$ cat src/rtl/stipblit_pkg.sv
package stipblit_pkg;

    typedef enum logic [2:0] {
        ST_IDLE,
        ST_STIPPLE,
        ST_FILL,
        ST_COPY_RD,
        ST_COPY_WR,
        ST_DONE
    } sb_state_e;

    typedef enum logic [1:0] {
        OP_STIPPLE,
        OP_FILL,
        OP_COPY
    } sb_op_e;

endpackage

$ cat src/rtl/sb_cmd_decode.sv
module sb_cmd_decode
    import stipblit_pkg::*;
#(
    parameter int DST_W  = 20,
    parameter int SRC_W  = 24,
    parameter int RUN_W  = 5,
    parameter int PIX_W  = 8,
    parameter int DATA_W = 32,
    localparam int BUS_AW = DST_W + 3,
    localparam int BE_W   = DATA_W / 8
) (
    input  logic              clk,
    input  logic              rst_n,
    input  logic              bus_wr,
    input  logic              bus_win,
    input  logic [BUS_AW-1:0] bus_addr,
    input  logic [BE_W-1:0]   bus_be,
    input  logic [DATA_W-1:0] bus_wdata,
    input  logic              busy,
    output logic [PIX_W-1:0]  colour_q,
    output logic              start,
    output sb_op_e            start_op,
    output logic [DST_W-1:0]  start_dst,
    output logic [SRC_W-1:0]  start_src,
    output logic [RUN_W-1:0]  start_last,
    output logic [DATA_W-1:0] start_mask
);

    logic accept;
    logic unused_hi;

    // Only aligned full-word writes outside a running command count.
    assign accept = bus_wr && !busy && (&bus_be) && (bus_addr[1:0] == 2'b00);
    assign start  = accept && bus_addr[2];

    assign start_dst  = bus_addr[BUS_AW-1:3];
    assign start_src  = bus_wdata[SRC_W-1:0];
    assign start_mask = bus_wdata;
    assign unused_hi  = ^bus_wdata[DATA_W-1:SRC_W+RUN_W];

    always_comb begin
        if (!bus_win) begin
            start_op   = OP_STIPPLE;
            start_last = '1;
        end else begin
            start_op   = (&bus_wdata[SRC_W-1:0]) ? OP_FILL : OP_COPY;
            start_last = bus_wdata[SRC_W +: RUN_W];
        end
    end

    always_ff @(posedge clk) begin
        if (!rst_n) begin
            colour_q <= '0;
        end else if (accept && !bus_addr[2]) begin
            colour_q <= bus_wdata[PIX_W-1:0];
        end
    end

    // a command write never disturbs the colour latch
    a_r1_cmd_keeps_colour: assert property (@(posedge clk) disable iff (!rst_n)
        start |=> $stable(colour_q));

    // nothing is latched while a command runs
    a_r9_busy_blocks_latch: assert property (@(posedge clk) disable iff (!rst_n)
        busy |=> $stable(colour_q));

endmodule

$ cat src/rtl/sb_sequencer.sv
module sb_sequencer
    import stipblit_pkg::*;
#(
    parameter int DST_W  = 20,
    parameter int SRC_W  = 24,
    parameter int RUN_W  = 5,
    parameter int PIX_W  = 8,
    parameter int DATA_W = 32,
    localparam int LEN_W = RUN_W + 1
) (
    input  logic              clk,
    input  logic              rst_n,
    input  logic              start,
    input  sb_op_e            start_op,
    input  logic [DST_W-1:0]  start_dst,
    input  logic [SRC_W-1:0]  start_src,
    input  logic [RUN_W-1:0]  start_last,
    input  logic [DATA_W-1:0] start_mask,
    input  logic [PIX_W-1:0]  colour,
    input  logic [PIX_W-1:0]  mem_rdata,
    output logic [SRC_W-1:0]  mem_addr,
    output logic              mem_we,
    output logic              mem_re,
    output logic [PIX_W-1:0]  mem_wdata,
    output logic              busy,
    output logic              dirty_valid,
    output logic [DST_W-1:0]  dirty_start,
    output logic [LEN_W-1:0]  dirty_len
);

    sb_state_e            state_q, state_nx;
    sb_op_e               op_q;
    logic [DST_W-1:0]     dst_q;
    logic [SRC_W-1:0]     src_q;
    logic [RUN_W-1:0]     last_q;
    logic [RUN_W-1:0]     idx_q;
    logic [DATA_W-1:0]    mask_q;
    logic                 at_last;
    logic [SRC_W-1:0]     dst_ptr;
    logic [SRC_W-1:0]     src_ptr;

    assign at_last = (idx_q == last_q);
    assign dst_ptr = SRC_W'(dst_q) + SRC_W'(idx_q);
    assign src_ptr = src_q + SRC_W'(idx_q);

    // next-state logic
    always_comb begin
        state_nx = state_q;
        unique case (state_q)
            ST_IDLE: begin
                if (start) begin
                    unique case (start_op)
                        OP_STIPPLE: state_nx = ST_STIPPLE;
                        OP_FILL:    state_nx = ST_FILL;
                        default:    state_nx = ST_COPY_RD;
                    endcase
                end
            end
            ST_STIPPLE: if (at_last) state_nx = ST_DONE;
            ST_FILL:    if (at_last) state_nx = ST_DONE;
            ST_COPY_RD: state_nx = ST_COPY_WR;
            ST_COPY_WR: state_nx = at_last ? ST_DONE : ST_COPY_RD;
            ST_DONE:    state_nx = ST_IDLE;
            default:    state_nx = ST_IDLE;
        endcase
    end

    // state register
    always_ff @(posedge clk) begin
        if (!rst_n) state_q <= ST_IDLE;
        else        state_q <= state_nx;
    end

    // command registers, index counter and mask shifter
    always_ff @(posedge clk) begin
        if (!rst_n) begin
            op_q   <= OP_STIPPLE;
            dst_q  <= '0;
            src_q  <= '0;
            last_q <= '0;
            idx_q  <= '0;
            mask_q <= '0;
        end else begin
            if (state_q == ST_IDLE && start) begin
                op_q   <= start_op;
                dst_q  <= start_dst;
                src_q  <= start_src;
                last_q <= start_last;
                idx_q  <= '0;
                mask_q <= start_mask;
            end
            if (state_q == ST_STIPPLE || state_q == ST_FILL || state_q == ST_COPY_WR) begin
                idx_q <= idx_q + 1'b1;
            end
            if (state_q == ST_STIPPLE) begin
                mask_q <= mask_q << 1;
            end
        end
    end

    // outputs
    always_comb begin
        mem_addr    = '0;
        mem_we      = 1'b0;
        mem_re      = 1'b0;
        mem_wdata   = colour;
        dirty_valid = 1'b0;
        unique case (state_q)
            ST_IDLE: ;
            ST_STIPPLE: begin
                mem_addr = dst_ptr;
                mem_we   = mask_q[DATA_W-1];
            end
            ST_FILL: begin
                mem_addr = dst_ptr;
                mem_we   = 1'b1;
            end
            ST_COPY_RD: begin
                mem_addr = src_ptr;
                mem_re   = 1'b1;
            end
            ST_COPY_WR: begin
                mem_addr  = dst_ptr;
                mem_we    = 1'b1;
                mem_wdata = mem_rdata;
            end
            ST_DONE: dirty_valid = 1'b1;
            default: ;
        endcase
    end

    assign busy        = (state_q != ST_IDLE);
    assign dirty_start = dst_q;
    assign dirty_len   = LEN_W'(last_q) + 1'b1;

    // single-port memory, never both strobes
    a_r11_one_access: assert property (@(posedge clk) disable iff (!rst_n)
        !(mem_we && mem_re));

    // a copy read is always followed by its write
    a_r11_read_then_write: assert property (@(posedge clk) disable iff (!rst_n)
        mem_re |=> mem_we);

    // memory quiet while idle
    a_r12_idle_quiet: assert property (@(posedge clk) disable iff (!rst_n)
        !busy |-> (!mem_we && !mem_re));

    // busy persists until the completion pulse
    a_r9_busy_hold: assert property (@(posedge clk) disable iff (!rst_n)
        (busy && !dirty_valid) |=> busy);

    // single-clock pulse, then release
    a_r10_pulse_release: assert property (@(posedge clk) disable iff (!rst_n)
        dirty_valid |=> (!dirty_valid && !busy));

    // stipple always reports a 32-pixel range
    a_r3_stipple_span: assert property (@(posedge clk) disable iff (!rst_n)
        (dirty_valid && op_q == OP_STIPPLE) |-> (dirty_len == LEN_W'(DATA_W)));

    // reported length is never zero
    a_r4_len_nonzero: assert property (@(posedge clk) disable iff (!rst_n)
        dirty_valid |-> (dirty_len != '0));

endmodule

$ cat src/rtl/stipblit_engine.sv
module stipblit_engine
    import stipblit_pkg::*;
#(
    parameter int DST_W  = 20,
    parameter int SRC_W  = 24,
    parameter int RUN_W  = 5,
    parameter int PIX_W  = 8,
    parameter int DATA_W = 32,
    localparam int BUS_AW = DST_W + 3,
    localparam int BE_W   = DATA_W / 8,
    localparam int LEN_W  = RUN_W + 1
) (
    input  logic              clk,
    input  logic              rst_n,
    input  logic              bus_wr,
    input  logic              bus_rd,
    input  logic              bus_win,
    input  logic [BUS_AW-1:0] bus_addr,
    input  logic [BE_W-1:0]   bus_be,
    input  logic [DATA_W-1:0] bus_wdata,
    output logic [DATA_W-1:0] bus_rdata,
    output logic              busy,
    output logic [SRC_W-1:0]  mem_addr,
    output logic              mem_we,
    output logic              mem_re,
    output logic [PIX_W-1:0]  mem_wdata,
    input  logic [PIX_W-1:0]  mem_rdata,
    output logic              dirty_valid,
    output logic [DST_W-1:0]  dirty_start,
    output logic [LEN_W-1:0]  dirty_len
);

    logic              start;
    sb_op_e            start_op;
    logic [DST_W-1:0]  start_dst;
    logic [SRC_W-1:0]  start_src;
    logic [RUN_W-1:0]  start_last;
    logic [DATA_W-1:0] start_mask;
    logic [PIX_W-1:0]  colour_q;
    logic              unused_rd;

    // Engine windows carry no readable state.
    assign bus_rdata = '0;
    assign unused_rd = bus_rd;

    sb_cmd_decode #(
        .DST_W(DST_W), .SRC_W(SRC_W), .RUN_W(RUN_W),
        .PIX_W(PIX_W), .DATA_W(DATA_W)
    ) u_dec (
        .clk(clk), .rst_n(rst_n),
        .bus_wr(bus_wr), .bus_win(bus_win), .bus_addr(bus_addr),
        .bus_be(bus_be), .bus_wdata(bus_wdata), .busy(busy),
        .colour_q(colour_q), .start(start), .start_op(start_op),
        .start_dst(start_dst), .start_src(start_src),
        .start_last(start_last), .start_mask(start_mask)
    );

    sb_sequencer #(
        .DST_W(DST_W), .SRC_W(SRC_W), .RUN_W(RUN_W),
        .PIX_W(PIX_W), .DATA_W(DATA_W)
    ) u_seq (
        .clk(clk), .rst_n(rst_n),
        .start(start), .start_op(start_op), .start_dst(start_dst),
        .start_src(start_src), .start_last(start_last),
        .start_mask(start_mask), .colour(colour_q),
        .mem_rdata(mem_rdata), .mem_addr(mem_addr), .mem_we(mem_we),
        .mem_re(mem_re), .mem_wdata(mem_wdata), .busy(busy),
        .dirty_valid(dirty_valid), .dirty_start(dirty_start),
        .dirty_len(dirty_len)
    );

    // reads always return zero
    a_r7_read_zero: assert property (@(posedge clk) disable iff (!rst_n)
        bus_rd |-> (bus_rdata == '0));

endmodule

$ cat config.mk
export PLATFORM = sky130hd
export DESIGN_NAME = stipblit_engine
export DESIGN_NICKNAME = d
export VERILOG_FILES = /design/src/rtl/stipblit_pkg.sv /design/src/rtl/sb_cmd_decode.sv /design/src/rtl/sb_sequencer.sv /design/src/rtl/stipblit_engine.sv
export SDC_FILE = /design/constraint.sdc
export NUM_CORES = 1
export LEC_CHECK = 0
export BUFFER_PORTS_ARGS = -buffer_cell sky130_fd_sc_hd__buf_2
export CAP_MARGIN = 5
export CORE_MARGIN = 1.5
export CORE_UTILIZATION = 52
export CTS_BUF_LIST = sky130_fd_sc_hd__clkbuf_8 sky130_fd_sc_hd__clkbuf_16
export DETAILED_ROUTE_END_ITERATION = 8
export PLACE_DENSITY_LB_ADDON = 0.1
export SLEW_MARGIN = 10
export SYNTH_ARGS = -nofsm -noshare
export SYNTH_HDL_FRONTEND = slang
export SYNTH_SLANG_ARGS = --single-unit
$ cat constraint.sdc
create_clock -name clk -period 2.45 [get_ports clk]
set_clock_uncertainty 0.15 [all_clocks]
set_input_delay 0.1225 -clock clk [delete_from_list [all_inputs] [get_ports clk]]
set_output_delay 0.1225 -clock clk [all_outputs]
set_load 0.1 [all_outputs]
* Word level (Yosys, flattened, before mapping)
Index checks and enable logic that the tools add are counted.
** Storage, ports and cells
- Register bits :: 97
- Bits of input ports :: 72
- Output and inout bits :: 94
- Logic and storage cells :: 62
** Operators by class
- Add/sub/neg operators :: 4
- Equal/unequal tests :: 9
- Mux-type cells :: 17
- Bitwise operators :: 1
- Reductions and logical operators :: 23
** Operator list (number)
- 2-to-1 mux 32 bit :: 2
- case mux 24 bit (2 select lines) :: 1
- adder 24 x 5 -> 24 bit :: 1
- AND reduction 24 bit :: 1
- adder 20 x 5 -> 21 bit :: 1
- 2-to-1 mux 5 bit :: 3
- case mux 3 bit (4 select lines) :: 1
- 2-to-1 mux 3 bit :: 3
- 2-to-1 mux 8 bit :: 1
- adder 5 x 1 -> 6 bit, second input constant :: 1
- == test 3 x 2 -> 1 bit, second input constant :: 2
- == test 3 bit, second input constant :: 2
- logical AND 1 bit :: 6
- OR reduction 2 bit :: 3
- adder 5 x 1 -> 5 bit, second input constant :: 1
- == test 5 bit :: 1
- logical NOT 2 bit :: 2
- 2-to-1 mux 2 bit :: 2
- != test 2 x 1 -> 1 bit, second input constant :: 2
- case mux 2 bit (2 select lines) :: 1
- AND reduction 4 bit :: 1
- nonzero test 2 bit :: 2
- == test 3 x 1 -> 1 bit, second input constant :: 1
- logical NOT 3 bit :: 1
- 9 further kinds :: 12

* Depth between registers and ports, before layout
- Depth in word-level cells :: 9
- Mapped depth :: 9
- Mapped depth without buffers :: 8

* Modules after synthesis
From an unflattened synthesis, not the netlist that was laid out.
** Second synthesis, totals
- Cell total of the unflattened synthesis :: 820
- Area, all modules :: 6344.8 um^2
** Modules (own cells, without submodules)
- sb_sequencer :: times used 1, cells each 656, area an instance 5077.4 um^2, seq. area each 1781.7 um^2
- sb_cmd_decode :: times used 1, cells each 131, area an instance 1023.5 um^2, seq. area each 160.2 um^2
- stipblit_engine :: times used 1, cells each 33, area an instance 244.0 um^2, seq. area each 0.0 um^2

* Worst setup path before layout
No wires, ideal clock.
- Kind :: flip-flop to output port
- Start point :: reg u_seq.dst_q[0] (netlist: u_seq.dirty_start[0])
- End point :: out mem_addr[6]
- Arrival :: 4558 ps
- Data required time :: 2178 ps
- Slack :: -2380 ps
- Cell stages (with the launch flop) :: 9
- Path buffers :: 0
- Path through :: dfxtp_1 -> ha_1 -> inv_1 -> fa_1 -> nor2b_1 -> o21a_1 -> o21ai_0 -> mux2i_1 -> o32ai_1
** On the way
- Longest elaborated chain between the ends :: 2
** RTL lines
- start, declared :: line sb_sequencer.sv:33 : logic [DST_W-1:0] dst_q;
- start signal, assigned :: line sb_sequencer.sv:86 : dst_q <= start_dst;
- adder 20 x 5 -> 21 bit :: line sb_sequencer.sv:43 : assign dst_ptr = SRC_W'(dst_q) + SRC_W'(idx_q);
- case mux 24 bit (2 select lines) :: line sb_sequencer.sv:108 : unique case (state_q)
- end, declared :: line stipblit_engine.sv:23 : output logic [SRC_W-1:0] mem_addr,
No other way between the ends.

* Worst setup path in the final report
- Start point :: reg u_seq.idx_q[0]
- End point :: out mem_addr[6]
** On the way
- Longest elaborated chain between the ends :: 2
- Elaborated cells between the ends (all ways) :: 3
- Those cells by class :: 2 x add/sub; 1 x mux
** RTL lines
- start, declared :: line sb_sequencer.sv:36 : logic [RUN_W-1:0] idx_q;
- start signal, assigned :: line sb_sequencer.sv:93 : idx_q <= idx_q + 1'b1;
- adder 24 x 5 -> 24 bit / adder 20 x 5 -> 21 bit (equally long branches) :: line sb_sequencer.sv:44, sb_sequencer.sv:43
- case mux 24 bit (2 select lines) * :: line sb_sequencer.sv:108
Every way passes the cells marked *; elsewhere a longest branch is shown, timed or not.

==> key figures <==
Floorplanning
  • Initial Util: 53.1%
  • Std cell rows: 37
  • DIE WIDTH: 105 um
  • DIE AREA: 11100 sq um
  • Ports: 166
  • Die Ht: 105 um
  • Core Area: roughly 10000 sq um

Global route
  • GRT Overall Usage: 30.7%
  • Global-route wire length before repair: 27300 um
  • Gr ovfl total: 0
  • Initial antenna violation count: 0
  • Largest net degree at the start of global routing: 48
  • Vias in the first global route: around 5600

Clock network
  • Clock transition at path regs: 0.10 ns
  • Worst-Skew Late Latency: 0.37 ns
  • CTS Buf Count: 9
  • Clk buf depth: 2
  • CTS tree: built
  • TritonCTS Sinks: 97
  • CTS root buf: clkbuf_8
  • Htree depth: 3

Timing
  • FMAX: roughly 350 MHz
  • Number of hold violations in the final report: 0
  • Final period utilization: 115%
  • Minimum clock period after layout: approximately 2.8 ns
  • Worst-margin pin slew: 0.756 ns
  • Worst slew margin: about half
  • RSZ-0062 raised after global routing: true
  • Max-slew violations: 0
  • # setup viols final: 19
  • Worst setup margin: -0.372 ns

Outcome
  • Status: finished with violations
  • Failing checks: setup timing

Power
  • Seq pwr share: 41.5%
  • Leakage power: 0.00301 uW
  • Final Power: 3980 uW
  • Maximum vdd drop: 468 uV
  • Pwr/cell area: 480 nW/um^2
  • NetSw: 1500 uW
  • Clock power share: 27.4%
  • Sw Ratio: between 30% and 40%
  • Internal Power: approximately 2500 uW
  • Comb pwr share: a little under a third

Synthesis
  • Post-synth top area share: about 36%
  • Seq cells post-synth: 97
  • Sequential area share after synthesis: 35.7%
  • Largest family of logic cells by synthesized area: simple AND/OR/NAND/NOR gates
  • Yosys top cell by area: dfxtp_1
  • Mux cell area share after synthesis: 3.31%
  • Synth top cells by count: nand2_1, dfxtp_1, a21oi_1, buf_4, a31oi_1
  • EDFF count, synth: 0
  • Area share of and/or/nand/nor cells after synthesis: approximately a quarter
  • Avg Cell Area, Syn: 7.78 sq um
  • Asr flop ratio synth: 0%
  • Post-Synth XOR/XNOR Area: 7.25%
  • Top cells by area, synth: dfxtp_1, nand2_1, a21oi_1
  • Cells after Synth: 699
  • Compound-Gate Fraction of Synth Area: 18.1%
  • Post-synth top flop: dfxtp_1
  • Yosys warning count: 0
  • Most numerous cell in the Yosys netlist: nand2_1
  • Synth Cell Area: roughly 5400 sq um
  • Yosys cell types: between 50 and 60
  • Synth Area in Adders: 3.50%

Critical path
  • Crit path DAT: ~2.6 ns
  • Crit start category: flip-flop
  • Crit Path Max Fanout: 10
  • Setup crit end kind: primary output
  • Setup Crit Path Kind: reg2out
  • WP data required: 2.18 ns

Route
  • Initial DRC Count: 397
  • Routed wire length: 17400 um
  • Routed WL per cell: 16.9 um
  • Number of remaining DRC errors: 0
  • Drt via density: roughly 5.7
  • Via Count: 5837
  • TritonRoute pass-1 iters: 6
  • Post-DRT Antenna Nets: 0

Placement
  • Port Buffers: between 100 and 150
  • GP Congestion: 0.892
  • Post-DP HPWL: 11400 um

Cells and area
  • Post-layout util: 81.1%
  • Layout cells sized above 1: 34.2%
  • Synth-to-Final Area Change: 52.6%
  • FILL cells: 675
  • Inserted Diodes: 0
  • NumNets Final: 978

Run
  • Max_cap viols: 0

Hold path
  • Tightest Hold Check Type: in2reg
-- power by group through the flow --
stage / Sequential, uW / Clock, uW / Combinational (uW)
after CTS: 1650 / 1100 / 1200
after global routing: 1660 / 1160 / 1300
after detailed placement: 1690 / 0 / 1120
after floorplan: 1690 / 0 / 863
after global placement: 1690 / 0 / 1110
final: 1650 / 1090 / 1240
-- final timing paths --
kind | slack, ns | endpoint | depth (start not counted) | from
worst max register to register | 0.25 | u_seq.idx_q[2] | 5 | u_seq.state_q[1]
worst min register to register | 0.31 | u_seq.mask_q[0] | 2 | u_seq.mask_q[0]
worst min-delay path | 0.07 | u_dec.colour_q[7] | 4 | bus_addr[2]
worst max-delay path | -0.37 | mem_addr[6] | 10 | u_seq.idx_q[0]
-- cell usage in the layout (no fill, tap or decap), types with 5 or more instances in the layout --
cell type / count
o211ai_1: 6
dfxtp_1: 67
o22ai_4: 17
mux2_2: 8
xor2_2: 5
inv_1: 9
nand2_1: 169
nor2_1: 26
xnor2_2: 5
ha_4: 10
a31oi_1: 33
buf_2: 99
clkbuf_8: 9
a21oi_1: 54
dfxtp_2: 12
nor3b_1: 6
conb_1: 32
dlygate4sd3_1: 54
nand4_1: 10
buf_4: 33
nand3_1: 13
nor3_1: 8
xor2_1: 25
mux2i_1: 9
dfxtp_4: 18
o21ai_0: 18
xnor2_1: 10
buf_12: 36
-- state kept, by name, indices dropped and copies added (netlist names) --
| signal | cells |
|---|---|
| u_dec.colour_q | 8 |
| u_seq.mask_q | 32 |
| u_seq.state_q | 3 |
| u_seq.idx_q | 5 |
| u_seq.last_q | 5 |
| u_seq.src_q | 24 |
| u_seq.dirty_start | 20 |
-- routing by layer --
layer,track usage [%],part of all wire (%),up-vias
li1,-,-,2772
met1,37.4,40,2737
met2,54.5,50,284
met3,4.82,6.8,44
met4,10.9,3.1,0
met5,0,0,-
-- through the flow --
stage	hold WS [ns]	setup WS [ns]	setup TNS (ns)	instances	area, sq um
after global routing	0.0833	-0.459	-5.99	1033	8300
final	0.0672	-0.372	-4.27	1033	8300
after floorplan	0.0982	-0.235	-1.15	730	6010
after CTS	0.0520	-0.295	-3.34	1028	8180
after detailed placement	0.211	0.0226	0	950	7130
after global placement	0.207	0.121	0	950	7130
-- cells by family (layout without fill, tap and decap cells) --
family                   count (synthesis)  after routing
flip-flops                              97             97
AO/OA/AOI/OAI                          164            164
AND/OR/NAND/NOR                        277            277
adder cells (fa/ha/maj)                 14             14
buffers and inverters                   84            251
other                                    1             32
multiplexers                            17             17
XOR/XNOR                                45             45
-- timing repair --
action / 4_1_cts / 5_1_grt
endpoints found under the hold margin: 92 / 0
resized for setup: 44 / 15
pin swaps: 20 / 12
hold buffers: 54 / 0
buffers inserted: 8 / 5
setup endpoints to repair: 20 / 20
-- critical path, stage by stage (launching register included) --
cell	delay, ns
dfxtp_4	0.37
ha_4	0.17
inv_2	0.06
fa_2	0.26
nor2b_4	0.05
o31a_1	0.31
buf_12	0.15
o21ai_0	0.20
xor2_1	0.26
o32ai_4	0.14
buf_12	0.18
-- area by class of cell --
class	instances	area [sq um]	share of cell area, %
clock buffers	11	174	2.10
clock inverters	5	35.0	0.422
inverters	11	41.3	0.498
multi-input cells	549	3820	46.1
flip-flops and latches	97	2020	24.4
well taps	136	170	2.05
repair buffers	224	2030	24.4
No activity file was read; power rests on OpenSTA's default activity.
